## src/rtl/pac_pkg.sv

```systemverilog
package pac_pkg;

  typedef enum logic [1:0] {
    RSP_NONE = 2'b00,
    RSP_FAST = 2'b01,
    RSP_SLOW = 2'b10,
    RSP_MISS = 2'b11
  } rsp_kind_e;

  typedef enum logic [2:0] {
    ST_IDLE,
    ST_PRI,
    ST_ALT,
    ST_FILL,
    ST_FIX
  } ctl_state_e;

endpackage

```

## src/rtl/pac_line_store.sv

```systemverilog
module pac_line_store #(
  parameter int IDX_W  = 3,
  parameter int KEY_W  = 10,
  parameter int DATA_W = 16
) (
  input  logic              clk,
  input  logic              rst,
  input  logic [IDX_W-1:0]  acc_idx,
  input  logic              wr_en,
  input  logic              wr_valid,
  input  logic [KEY_W-1:0]  wr_key,
  input  logic [DATA_W-1:0] wr_data,
  output logic              rd_valid,
  output logic [KEY_W-1:0]  rd_key,
  output logic [DATA_W-1:0] rd_data
);
  localparam int DEPTH = 1 << IDX_W;
  localparam int ENT_W = KEY_W + DATA_W;

  // key and data live in a plain array (no reset) so it maps to block RAM
  logic [ENT_W-1:0] ram [DEPTH];
  logic [ENT_W-1:0] q;
  // valid bits need a reset, so they are kept in flops
  logic [DEPTH-1:0] vbits;

  always_ff @(posedge clk) begin
    if (wr_en) ram[acc_idx] <= {wr_key, wr_data};
    q <= ram[acc_idx];
  end

  always_ff @(posedge clk) begin
    if (rst) begin
      vbits    <= '0;
      rd_valid <= 1'b0;
    end else begin
      if (wr_en) vbits[acc_idx] <= wr_valid;
      rd_valid <= vbits[acc_idx];
    end
  end

  assign rd_key  = q[ENT_W-1:DATA_W];
  assign rd_data = q[DATA_W-1:0];

endmodule

```

## src/rtl/pac_key_cmp.sv

```systemverilog
module pac_key_cmp #(
  parameter int KEY_W = 10
) (
  input  logic             ent_valid,
  input  logic [KEY_W-1:0] ent_key,
  input  logic [KEY_W-1:0] want_key,
  output logic             hit
);
  assign hit = ent_valid && (ent_key == want_key);
endmodule

```

## src/rtl/pac_ctrl.sv

```systemverilog
module pac_ctrl
  import pac_pkg::*;
#(
  parameter int ADDR_W = 12,
  parameter int IDX_W  = 3,
  parameter int DATA_W = 16
) (
  input  logic                     clk,
  input  logic                     rst,
  input  logic                     cpu_req_valid,
  output logic                     cpu_req_ready,
  input  logic [ADDR_W-1:0]        cpu_req_addr,
  output logic                     cpu_rsp_valid,
  output logic [1:0]               cpu_rsp_kind,
  output logic [DATA_W-1:0]        cpu_rsp_data,
  output logic                     mem_req_valid,
  output logic [ADDR_W-1:0]        mem_req_addr,
  input  logic                     mem_rsp_valid,
  input  logic [DATA_W-1:0]        mem_rsp_data,
  input  logic                     probe_hit,
  input  logic                     rd_valid,
  input  logic [ADDR_W-IDX_W:0]    rd_key,
  input  logic [DATA_W-1:0]        rd_data,
  output logic [ADDR_W-IDX_W:0]    want_key,
  output logic [IDX_W-1:0]         st_idx,
  output logic                     st_we,
  output logic                     st_wvalid,
  output logic [ADDR_W-IDX_W:0]    st_wkey,
  output logic [DATA_W-1:0]        st_wdata
);
  localparam int TAG_W = ADDR_W - IDX_W;
  localparam int KEY_W = TAG_W + 1;
  localparam logic [IDX_W-1:0] MSB_MASK = IDX_W'(1) << (IDX_W - 1);

  ctl_state_e        state;
  logic [ADDR_W-1:0] req_addr;
  logic [IDX_W-1:0]  home_idx, alt_idx;
  logic              sv_valid;
  logic [KEY_W-1:0]  sv_key;
  logic [DATA_W-1:0] sv_data;
  logic              fix_we;
  rsp_kind_e         kind_q;

  assign home_idx      = req_addr[IDX_W-1:0];
  assign alt_idx       = home_idx ^ MSB_MASK;
  assign want_key      = req_addr[ADDR_W-1:IDX_W-1];
  assign cpu_req_ready = (state == ST_IDLE);
  assign cpu_rsp_kind  = kind_q;

  // array port: one access per cycle, read or write
  always_comb begin
    st_idx    = home_idx;
    st_we     = 1'b0;
    st_wvalid = 1'b0;
    st_wkey   = want_key;
    st_wdata  = sv_data;
    unique case (state)
      ST_IDLE: st_idx = cpu_req_addr[IDX_W-1:0];
      ST_PRI:  st_idx = alt_idx;
      ST_ALT: begin
        if (probe_hit) begin
          st_we     = 1'b1;
          st_wvalid = 1'b1;
          st_wdata  = rd_data;
        end
      end
      ST_FILL: begin
        if (mem_rsp_valid) begin
          st_we     = 1'b1;
          st_wvalid = 1'b1;
          st_wdata  = mem_rsp_data;
        end
      end
      ST_FIX: begin
        st_idx    = alt_idx;
        st_we     = fix_we;
        st_wvalid = sv_valid;
        st_wkey   = sv_key;
        st_wdata  = sv_data;
      end
      default: st_idx = home_idx;
    endcase
  end

  always_ff @(posedge clk) begin
    if (rst) begin
      state         <= ST_IDLE;
      req_addr      <= '0;
      sv_valid      <= 1'b0;
      sv_key        <= '0;
      sv_data       <= '0;
      fix_we        <= 1'b0;
      cpu_rsp_valid <= 1'b0;
      kind_q        <= RSP_NONE;
      cpu_rsp_data  <= '0;
      mem_req_valid <= 1'b0;
      mem_req_addr  <= '0;
    end else begin
      cpu_rsp_valid <= 1'b0;
      mem_req_valid <= 1'b0;
      unique case (state)
        ST_IDLE: begin
          if (cpu_req_valid) begin
            req_addr <= cpu_req_addr;
            state    <= ST_PRI;
          end
        end
        ST_PRI: begin
          if (probe_hit) begin
            cpu_rsp_valid <= 1'b1;
            kind_q        <= RSP_FAST;
            cpu_rsp_data  <= rd_data;
            state         <= ST_IDLE;
          end else begin
            sv_valid <= rd_valid;
            sv_key   <= rd_key;
            sv_data  <= rd_data;
            state    <= ST_ALT;
          end
        end
        ST_ALT: begin
          if (probe_hit) begin
            cpu_rsp_valid <= 1'b1;
            kind_q        <= RSP_SLOW;
            cpu_rsp_data  <= rd_data;
            fix_we        <= 1'b1;
            state         <= ST_FIX;
          end else begin
            mem_req_valid <= 1'b1;
            mem_req_addr  <= req_addr;
            state         <= ST_FILL;
          end
        end
        ST_FILL: begin
          if (mem_rsp_valid) begin
            cpu_rsp_valid <= 1'b1;
            kind_q        <= RSP_MISS;
            cpu_rsp_data  <= mem_rsp_data;
            fix_we        <= sv_valid;
            state         <= ST_FIX;
          end
        end
        ST_FIX:  state <= ST_IDLE;
        default: state <= ST_IDLE;
      endcase
    end
  end

endmodule

```

## src/rtl/pseudo_assoc_cache.sv

```systemverilog
module pseudo_assoc_cache #(
  parameter int ADDR_W = 12,
  parameter int IDX_W  = 3,
  parameter int DATA_W = 16
) (
  input  logic              clk,
  input  logic              rst,
  input  logic              cpu_req_valid,
  output logic              cpu_req_ready,
  input  logic [ADDR_W-1:0] cpu_req_addr,
  output logic              cpu_rsp_valid,
  output logic [1:0]        cpu_rsp_kind,
  output logic [DATA_W-1:0] cpu_rsp_data,
  output logic              mem_req_valid,
  output logic [ADDR_W-1:0] mem_req_addr,
  input  logic              mem_rsp_valid,
  input  logic [DATA_W-1:0] mem_rsp_data
);
  localparam int KEY_W = ADDR_W - IDX_W + 1;

  logic              rd_valid, probe_hit;
  logic [KEY_W-1:0]  rd_key, want_key, st_wkey;
  logic [DATA_W-1:0] rd_data, st_wdata;
  logic [IDX_W-1:0]  st_idx;
  logic              st_we, st_wvalid;

  pac_line_store #(.IDX_W(IDX_W), .KEY_W(KEY_W), .DATA_W(DATA_W)) u_store (
    .clk(clk), .rst(rst), .acc_idx(st_idx), .wr_en(st_we), .wr_valid(st_wvalid),
    .wr_key(st_wkey), .wr_data(st_wdata),
    .rd_valid(rd_valid), .rd_key(rd_key), .rd_data(rd_data)
  );

  pac_key_cmp #(.KEY_W(KEY_W)) u_cmp (
    .ent_valid(rd_valid), .ent_key(rd_key), .want_key(want_key), .hit(probe_hit)
  );

  pac_ctrl #(.ADDR_W(ADDR_W), .IDX_W(IDX_W), .DATA_W(DATA_W)) u_ctl (
    .clk(clk), .rst(rst),
    .cpu_req_valid(cpu_req_valid), .cpu_req_ready(cpu_req_ready), .cpu_req_addr(cpu_req_addr),
    .cpu_rsp_valid(cpu_rsp_valid), .cpu_rsp_kind(cpu_rsp_kind), .cpu_rsp_data(cpu_rsp_data),
    .mem_req_valid(mem_req_valid), .mem_req_addr(mem_req_addr),
    .mem_rsp_valid(mem_rsp_valid), .mem_rsp_data(mem_rsp_data),
    .probe_hit(probe_hit), .rd_valid(rd_valid), .rd_key(rd_key), .rd_data(rd_data),
    .want_key(want_key), .st_idx(st_idx), .st_we(st_we), .st_wvalid(st_wvalid),
    .st_wkey(st_wkey), .st_wdata(st_wdata)
  );

endmodule

```

## config.mk

```make
export PLATFORM = sky130hd
export DESIGN_NAME = pseudo_assoc_cache
export DESIGN_NICKNAME = d
export VERILOG_FILES = /design/src/rtl/pac_pkg.sv /design/src/rtl/pac_line_store.sv /design/src/rtl/pac_key_cmp.sv /design/src/rtl/pac_ctrl.sv /design/src/rtl/pseudo_assoc_cache.sv
export SDC_FILE = /design/constraint.sdc
export NUM_CORES = 1
export LEC_CHECK = 0
export BUFFER_PORTS_ARGS = -buffer_cell sky130_fd_sc_hd__clkbuf_2
export CORE_MARGIN = 2
export CORE_UTILIZATION = 50
export DETAILED_ROUTE_END_ITERATION = 8
export PLACE_DENSITY = 0.66
export REMOVE_ABC_BUFFERS = 1
export SYNTH_ARGS = -nofsm -noshare
export SYNTH_HDL_FRONTEND = slang
export SYNTH_SLANG_ARGS = --single-unit
```

## constraint.sdc

```tcl
create_clock -name clk -period 6.8 [get_ports clk]
set_input_delay 0.68 -clock clk [delete_from_list [all_inputs] [get_ports clk]]
set_output_delay 0.68 -clock clk [all_outputs]
set_load 0.05 [all_outputs]
```

==> flow_summary.yaml <==
placement:
  gp_congestion: 0.811
  port_buffers: 64
  dp_hpwl_mm: 19.8
  place_ws_ns: 3.08
routing:
  first_pass_iters: 6
  met2WireLength_mm: 15.4
  ant_nets: 0
  wl_mm: 33.1
  drc_errors: 0
  drt-met1-wl_mm: 14.5
  via_per_inst: 6.26
  num_vias: 8587
  drt_iter0_drc: 1164
  highest_layer: "met5"
  dr_wl_met3_mm: 2.60
  wl_per_cell_um: 24.1
hold_path:
  hp-class: "input pin to flop"
  whs_path_depth: 3
power:
  power_leakage_nw: 5.22
  ir_drop_v: 0.000178
  power.density_nw_per_um2: 330
finish:
  final-seq-area_um2: 8450
  layout-drive-gt1-share: 0.183
  final.fill_count: 2060
  post-route-util: 0.571
  syn_to_final_growth_pct: 13.1
  final_common_cell: "edfxtp_1"
  fin_nets: 1048
  final_cell_mix: "edfxtp_1, dfxtp_1, a21oi_1"
  multiInputGateArea_um2: 3880
clock_tree:
  insertion_delay_ns: 0.57
  cts_buffer_depth: 3
  post_cts_resized: 0
  cts_setup_buffers: 0
  cts_made_buffers: 31
  cts_root_buf: "clkbuf_16"
  cts.sinks: 318
  path_clk_slew_ns: 0.06
  cts_tree: "done"
  ctsHoldBuffers: 0
  cts_max_level: 1
sta:
  fmax_mhz: 267
  period_share: 0.551
  fin_crit_ns: 3.75
  hold_viol: 0
  timing.max_slew.rel_slack: 0.106
  slew_violations: 0
  setup_viol: 0
  worst_slack_ns: 3.05
  worst_slew_pin_slew_ns: 1.34
  whs_ns: 0.335
  finalClockSkew_ns: 0.0305
  grt_setup_unrepaired: "false"
  setup_tns_ns: 0
floorplan:
  die-area_um2: 26500
  rows: 58
  design.core.area_um2: 25000
  start_util: 0.505
  ios: 65
  fp.dieH_um: 163
  die-width_um: 163
global_route:
  grt_max_degree: 47
  grt_pass1_wl_mm: 50.2
  grt_antenna_before_repair: 1
  gr-total-overflow: 0
  grt_pass1_vias: 8195
  grt_util_all_layers: 0.250
critical_path:
  cp-end-kind: "flop"
  crit_chain: "nor3_4 -> mux2_2 -> a21oi_1 -> o21ai_1 -> inv_1"
  cp-start-kind: "flop"
  crit_fanout: 26
  cpPeakStageDelay_ns: 0.92
  critPathBufInv: 1
  critPathArrivalTime_ns: 3.91
  r2r_setup_slack_ns: 3.05
  reg2regPathDepth: 5
  cp_num_cells: 5
  critPathSlowestCell: "inv_1"
  crit_type: "flop to flop"
  required_ns: 6.96
  cpLargestDelayFamily: "buffers and inverters"
yosys:
  netlist_instances: 966
  synth-edff-count: 208
  synth_async_sr_flop_share: 0
  synth_area_um2: 12600
  yosysUniqueCellTypes: 61
  avgSynthCellArea_um2: 13.1
  ys_ff_latch: 318
  synth-seq-area-share: 0.670
  synthFlopType: "edfxtp_1"
  ys_warn_count: 0
outcome:
  status: "finished clean"
run:
  maxCapViolCount: 0
-- Yosys cell counts (all sizes together) (23+ instances only) --
| cell | number | area, µm² |
|---|---|---|
| a21o | 24 | 180 |
| a21oi | 78 | 398 |
| a22o | 25 | 219 |
| a22oi | 30 | 225 |
| buf | 33 | 174 |
| clkbuf | 36 | 135 |
| dfxtp | 110 | 2200 |
| edfxtp | 208 | 6250 |
| mux2 | 38 | 428 |
| mux2i | 34 | 344 |
| nand2 | 41 | 154 |
| nand3 | 58 | 295 |
| nor2 | 23 | 93.8 |
| nor3 | 44 | 241 |
| o21ai | 58 | 290 |
-- flip-flops by register name, indices dropped and copies added (netlist names) --
signal               cells
u_store.ram            208
u_ctl.sv_valid           1
u_ctl.req_addr          12
u_ctl.fix_we             1
u_store.vbits            8
u_ctl.mem_req_valid      1
u_ctl.cpu_rsp_valid      1
u_ctl.sv_key            10
u_ctl.cpu_rsp_kind       2
u_store.rd_valid         1
u_ctl.cpu_rsp_data      16
u_store.q               26
u_ctl.mem_req_addr      12
u_ctl.state              3
u_ctl.sv_data           16
-- worst min-delay path, stage by stage --
cell,delay (ns)
clkbuf_2,0.08
nand2_1,0.04
a21oi_1,0.05
-- layer usage --
layer  vias to the layer above  GRT usage
met5                         -          0
li1                       3832          -
met4                         2     0.0571
met2                       388      0.399
met1                      4319      0.371
met3                        46     0.0278
-- cells by family (layout without fill, tap and decap cells) --
family          after synthesis  count (layout)  share of synthesized area
mux                          72              72                     0.0612
other cells                   0               1                          0
xor+xnor                     11              11                    0.00764
buf+inv                      74             149                     0.0260
flops                       318             318                      0.670
compound gates              272             272                      0.144
simple gates                219             219                     0.0913
-- final cells by class --
class | instances | area share
diodes | 1 | 0.000175
clock buffers | 37 | 0.0574
clock inverters | 21 | 0.0139
inverters | 5 | 0.00132
multi-input cells | 574 | 0.272
flip-flops and latches | 318 | 0.592
well taps | 330 | 0.0289
repair buffers | 86 | 0.0340
-- worst paths after layout --
kind,to,from
hold reg to reg,u_store.q[16]$_DFF_P_,u_store.ram[2][16]$_DFFE_PP_
setup reg to reg,u_store.ram[3][25]$_DFFE_PP_,u_ctl.state[0]$_SDFFE_PP0P_
hold / removal,u_ctl.req_addr[3]$_SDFFE_PP0P_,cpu_req_addr[3]
setup / recovery,u_store.ram[3][25]$_DFFE_PP_,u_ctl.state[0]$_SDFFE_PP0P_
-- report_power, final --
group          internal, mW  switching (mW)  leakage [nW]  total, mW
Combinational         0.260           0.483          1.92      0.744
Clock                 0.974           0.720         0.485       1.69
Sequential             2.19          0.0785          2.81       2.27
Total                  3.42            1.28          5.22       4.70
-- through the flow --
stage | instances | cell area [µm²] | power [mW]
after floorplan | 897 | 12300 | 2.76
after global placement | 1313 | 13200 | 3.03
after detailed placement | 1313 | 13200 | 3.04
after CTS | 1371 | 14300 | 4.72
after global routing | 1371 | 14300 | 4.87
final | 1372 | 14300 | 4.70
No activity file was read; power rests on OpenSTA's default activity.
